<file path="config.mk">
export PLATFORM = sky130hd
export DESIGN_NAME = t1_fbit_err_cnt
export DESIGN_NICKNAME = d
export VERILOG_FILES = /design/src/rtl/t1_fbit_err_cnt.sv
export SDC_FILE = /design/constraint.sdc
export NUM_CORES = 1
export LEC_CHECK = 0
export ABC_AREA = 1
export BUFFER_PORTS_ARGS = -buffer_cell sky130_fd_sc_hd__buf_2
export CORE_AREA = 2 2 39 41
export CTS_BUF_LIST = sky130_fd_sc_hd__clkbuf_8
export DETAILED_ROUTE_END_ITERATION = 6
export DIE_AREA = 0 0 41 43
export PLACE_DENSITY_LB_ADDON = 0.08
export SYNTH_ARGS = -nofsm -noshare
export SYNTH_HDL_FRONTEND = slang
export SYNTH_SLANG_ARGS = --single-unit
</file>
<file path="constraint.sdc">
create_clock -name clk -period 1.9 [get_ports clk]
set_clock_uncertainty 0.1 [all_clocks]
set_input_delay 0.285 -clock clk [delete_from_list [all_inputs] [get_ports clk]]
set_output_delay 0.285 -clock clk [all_outputs]
set_load 0.1 [all_outputs]
</file>
<file path="src/rtl/t1_fbit_err_cnt.sv">
module t1_fbit_err_cnt #(
  parameter int CNT_W = 8,
  parameter int FN_W = 5,
  parameter logic [5:0] ESF_SEQ = 6'b110100,
  parameter logic [5:0] FT_SEQ = 6'b010101,
  parameter logic [5:0] FS_SEQ = 6'b011100
) (
  input  logic             clk,
  input  logic             rst_n,
  input  logic             fbit_vld,
  input  logic             fbit,
  input  logic [FN_W-1:0]  frame_num,
  input  logic             esf_mode,
  input  logic             fs_chk_en,
  input  logic             los,
  input  logic             clr,
  output logic [CNT_W-1:0] err_count
);
  localparam logic [CNT_W-1:0] CNT_MAX = {CNT_W{1'b1}};

  logic [CNT_W-1:0] cnt_q;
  logic [2:0] esf_pos, ft_pos, fs_pos;
  logic esf_slot, ft_slot, fs_slot, d4_range;
  logic exp_bit, checked, mismatch;

  assign esf_pos  = frame_num[4:2] - 3'd1;
  assign ft_pos   = frame_num[3:1];
  assign fs_pos   = frame_num[3:1] - 3'd1;

  assign esf_slot = (frame_num[1:0] == 2'b00) && (frame_num >= 5'd4) && (frame_num <= 5'd24);
  assign d4_range = (frame_num >= 5'd1) && (frame_num <= 5'd12);
  assign ft_slot  = d4_range && frame_num[0];
  assign fs_slot  = d4_range && !frame_num[0] && fs_chk_en;

  always_comb begin
    exp_bit = 1'b0;
    checked = 1'b0;
    if (esf_mode) begin
      checked = esf_slot;
      exp_bit = ESF_SEQ[esf_pos];
    end else if (ft_slot) begin
      checked = 1'b1;
      exp_bit = FT_SEQ[ft_pos];
    end else if (fs_slot) begin
      checked = 1'b1;
      exp_bit = FS_SEQ[fs_pos];
    end
  end

  assign mismatch = fbit_vld && checked && (fbit != exp_bit);

  always_ff @(posedge clk) begin
    if (!rst_n)
      cnt_q <= '0;
    else if (clr)
      cnt_q <= '0;
    else if (mismatch && !los && cnt_q != CNT_MAX)
      cnt_q <= cnt_q + 1'b1;
  end

  assign err_count = cnt_q;
endmodule


</file>
==> run_summary.xml <==
<?xml version="1.0" encoding="UTF-8"?>
<metrics>
  <group name="outcome">
    <metric name="outcome" unit="">finished, final reports clean</metric>
  </group>
  <group name="place">
    <metric name="hpwlAfterDp" unit="um">1050</metric>
    <metric name="placedCellCount" unit="">127</metric>
    <metric name="routabilityCongestion" unit="">0.764</metric>
    <metric name="port_buffers" unit="">20</metric>
  </group>
  <group name="global_routing">
    <metric name="globalRoute.totalOverflow" unit="">0</metric>
    <metric name="grt.met2_usage" unit="%">29.4</metric>
    <metric name="grt_util_all_layers" unit="%">17.8</metric>
    <metric name="met1_usage" unit="%">19.2</metric>
    <metric name="grt_start_max_net_pins" unit="">8</metric>
    <metric name="antenna_found_initial" unit="">0</metric>
    <metric name="grt_util_met3" unit="%">4.71</metric>
    <metric name="grt_pass1_wl" unit="um">2150</metric>
    <metric name="grt.busiest_layer" unit="">met2</metric>
    <metric name="number_of_global_route_vias_before_repair" unit="">574</metric>
  </group>
  <group name="cts">
    <metric name="post_cts_resized" unit="">0</metric>
    <metric name="clk_latency" unit="ns">0.23</metric>
    <metric name="clock_slew_at_reported_path_ffs" unit="ns">0.04</metric>
    <metric name="tritoncts" unit="">yes</metric>
    <metric name="post_cts_setup_bufs" unit="">0</metric>
    <metric name="clockBufferDepth" unit="">2</metric>
    <metric name="cts_buffers" unit="">3</metric>
    <metric name="cts_htree_levels" unit="">1</metric>
    <metric name="root_buffer" unit="">clkbuf_8</metric>
    <metric name="cts.sink_count" unit="">8</metric>
    <metric name="hold_fix_buffers_cts" unit="">0</metric>
  </group>
  <group name="route">
    <metric name="firstDrtPassIters" unit="">4</metric>
    <metric name="post_dr_wirelength_cell" unit="um">9.68</metric>
    <metric name="dr.first_iter.drc_count" unit="">6</metric>
    <metric name="ant_nets" unit="">0</metric>
    <metric name="post-route-drc-count" unit="">0</metric>
    <metric name="routed-via-count" unit="">638</metric>
    <metric name="routed_wirelength" unit="um">1270</metric>
    <metric name="vias_per_cell" unit="">4.87</metric>
  </group>
  <group name="worst_setup_path">
    <metric name="worstPathMaxFanout" unit="">7</metric>
    <metric name="critical-path-top-cell-by-count" unit="">nand2_1</metric>
    <metric name="setup.worst_path.end_class" unit="">flip-flop</metric>
    <metric name="worst_r2r_path_depth" unit="">8</metric>
    <metric name="worstSetupPathType" unit="">reg2reg</metric>
    <metric name="critPathArrivalTime" unit="ns">1.73</metric>
    <metric name="r2r-start" unit="">err_count[1]</metric>
    <metric name="critPathMaxStageDelay" unit="ns">0.42</metric>
    <metric name="regToRegEndpoint" unit="">err_count[4]</metric>
    <metric name="reg2reg_slack" unit="ns">0.22</metric>
    <metric name="crit_path_cells" unit="">ha_4 -&gt; nand2_1 -&gt; or3b_4 -&gt; nor2_4 -&gt; nand2_4 -&gt; nand4_4 -&gt; nand2_1 -&gt; a21oi_1</metric>
    <metric name="worst-endpoint-required" unit="ns">1.95</metric>
    <metric name="crit_path_top_delay_cell" unit="">or3b_4</metric>
    <metric name="setup.worst_path.start_class" unit="">flip-flop</metric>
  </group>
  <group name="worst_hold_path">
    <metric name="whs_path_depth" unit="">4</metric>
    <metric name="whs_endpoint" unit="">err_count[0]</metric>
    <metric name="hold_start" unit="">clr</metric>
    <metric name="hold_crit_path_type" unit="">in2reg</metric>
  </group>
  <group name="logic_synthesis">
    <metric name="netlist_instances" unit="">91</metric>
    <metric name="mappedNetlistNets" unit="">105</metric>
    <metric name="postSynthAreaPerCell" unit="um2">6.53</metric>
    <metric name="synth_warn" unit="">0</metric>
    <metric name="mappedNetlistArea" unit="um2">594</metric>
    <metric name="flop_and_latch_count_out_of_synthesis" unit="">8</metric>
    <metric name="synth_cell_type_count" unit="">20</metric>
    <metric name="seq_area_frac_synth" unit="%">26.9</metric>
  </group>
  <group name="floorplan">
    <metric name="floorplan.die.height" unit="um">43</metric>
    <metric name="die_width" unit="um">41</metric>
    <metric name="initial_core_utilization" unit="%">42.9</metric>
    <metric name="fp.coreArea" unit="um2">1380</metric>
    <metric name="row_count" unit="">14</metric>
    <metric name="i_o_pin_count" unit="">21</metric>
    <metric name="design.die.area" unit="um2">1760</metric>
  </group>
  <group name="pwr">
    <metric name="internal_portion_of_total_power" unit="uW">325</metric>
    <metric name="clock_network_power_share" unit="%">48.7</metric>
    <metric name="power_density" unit="nW/um2">537</metric>
    <metric name="power_switching_share" unit="%">25.0</metric>
    <metric name="totalPowerFinal" unit="uW">433</metric>
    <metric name="vdd_drop_max" unit="mV">0.391</metric>
    <metric name="power.static_leakage" unit="nW">0.369</metric>
    <metric name="seqPwrFrac" unit="%">37.6</metric>
    <metric name="psw" unit="uW">108</metric>
    <metric name="comb_power_share" unit="%">13.6</metric>
  </group>
  <group name="final_layout">
    <metric name="multi_input_combinational_cell_area" unit="um2">419</metric>
    <metric name="sequential_cell_area" unit="um2">180</metric>
    <metric name="number_of_flip_flops_under_the_largest_register_name" unit="">8</metric>
    <metric name="num-nets-final" unit="">130</metric>
    <metric name="areaGrowthSynthToFinish" unit="%">35.6</metric>
    <metric name="antennaDiodeCount" unit="">0</metric>
    <metric name="filler_cell_count" unit="">129</metric>
    <metric name="fraction_of_layout_cells_with_a_size_suffix_above_1" unit="%">34.8</metric>
    <metric name="final-instance-count-excl-fill" unit="">131</metric>
    <metric name="postLayoutCoreUtil" unit="%">58.2</metric>
  </group>
  <group name="sta">
    <metric name="tightest_slew_margin_relative_to_the_limit" unit="%">67.7</metric>
    <metric name="max_slew.worst_pin.slew" unit="ns">0.488</metric>
    <metric name="hold_viol" unit="">0</metric>
    <metric name="setup_total_negative_slack" unit="ns">0</metric>
    <metric name="final_period_minus_worst_setup_slack" unit="ns">1.68</metric>
    <metric name="maxSlewViolCount" unit="">0</metric>
    <metric name="maxClockFrequency" unit="MHz">596</metric>
    <metric name="report.final.setup_viol" unit="">0</metric>
    <metric name="rsz0062_at_grt" unit="">false</metric>
    <metric name="period_share" unit="%">88.3</metric>
  </group>
  <group name="flow_run">
    <metric name="total_of_max_cap_violations" unit="">0</metric>
  </group>
</metrics>
==> cell usage after synthesis <==
cell type,number,area (um2)
nor3_1,2,10.0
inv_1,10,37.5
clkinv_1,1,3.75
a21oi_1,8,40.0
nand4_2,1,12.5
o21bai_1,1,7.51
ha_1,1,12.5
nor2_1,13,48.8
nand2_2,2,12.5
o211ai_1,2,15.0
nand2_1,18,67.6
nand3_1,10,50.1
a21oi_2,1,8.76
nand4_1,1,6.26
nor2_4,2,22.5
nor2_2,3,18.8
or3b_4,1,11.3
xor2_1,5,43.8
o21ai_0,1,5.00
dfxtp_1,8,160
==> layer usage <==
metal,vias up,routed length [um]
met5,-,0
met3,4,58
li1,348,-
met1,271,562
met4,0,29
met2,15,618
==> power by group through the flow <==
| stage | clock (mW) | combinational, mW | sequential [mW] |
|---|---|---|---|
| 3_3_place_gp | 0 | 0.0587 | 0.166 |
| 5_1_grt | 0.223 | 0.0683 | 0.163 |
| 2_1_floorplan | 0 | 0.0347 | 0.169 |
| 6_report | 0.211 | 0.0590 | 0.163 |
| 3_5_place_dp | 0 | 0.0599 | 0.166 |
| 4_1_cts | 0.216 | 0.0598 | 0.163 |
==> worst max-delay path: cells and delay by family (launching register included) <==
| kind | cells | cell delay (ns) |
|---|---|---|
| adder cells (fa/ha/maj) | 1 | 0.14 |
| AND/OR/NAND/NOR | 6 | 0.88 |
| AO/OA/AOI/OAI | 1 | 0.11 |
| flip-flops | 1 | 0.36 |
==> final cells by class <==
class                   instances  share of cell area [%]
multi-input cells              72                    52.0
flip-flops and latches          8                    22.4
repair buffers                 20                    12.4
clock buffers                   3                    5.12
inverters                      11                    5.12
well taps                      16                    2.48
clock inverters                 1                   0.466
==> metrics by stage <==
step           worst slack, ns  hold slack (ns)  cell area, um2
3_3_place_gp             0.137            0.380             761
4_1_cts                  0.205            0.209             806
2_1_floorplan          0.00902            0.347             641
6_report                 0.222            0.208             806
5_1_grt                  0.102            0.232             806
3_5_place_dp             0.101            0.388             761
==> cells in the final DEF, fill, tap and decap left out <==
master | netlist | layout
a21oi_1 | 8 | 8
a21oi_2 | 1 | 1
buf_2 | 0 | 20
clkbuf_8 | 0 | 3
clkinv_1 | 1 | 1
dfxtp_1 | 8 | 2
dfxtp_2 | 0 | 1
dfxtp_4 | 0 | 5
ha_4 | 0 | 1
inv_1 | 10 | 11
nand2_1 | 18 | 18
nand2_2 | 2 | 1
nand2_4 | 0 | 1
nand3_1 | 10 | 10
nand4_1 | 1 | 1
nand4_4 | 0 | 1
nor2_1 | 13 | 13
nor2_2 | 3 | 3
nor2_4 | 2 | 2
nor3_1 | 2 | 2
o211ai_1 | 2 | 2
o21ai_0 | 1 | 1
o21bai_1 | 1 | 1
or3b_4 | 1 | 1
xor2_1 | 5 | 5
==> cells by family after synthesis <==
family	Yosys count	share of synthesized area, %
adder cells (fa/ha/maj)	1	2.10
XOR/XNOR	5	7.37
AO/OA/AOI/OAI	13	12.8
AND/OR/NAND/NOR	53	43.8
buffers and inverters	11	6.95
flip-flops	8	26.9
==> worst max path at each step <==
stage                       startpoint            to  slack, ns  depth (start not counted)
final                     err_count[1]  err_count[4]       0.22                          8
after global routing      err_count[0]  err_count[4]       0.10                          8
after CTS                 err_count[0]  err_count[5]       0.21                          8
after detailed placement  frame_num[1]  err_count[6]       0.10                         11
after global placement    frame_num[3]  err_count[0]       0.14                         13
after floorplan           err_count[0]  err_count[7]      0.009                          8
Note: power is estimated with default switching activity, not from simulation.
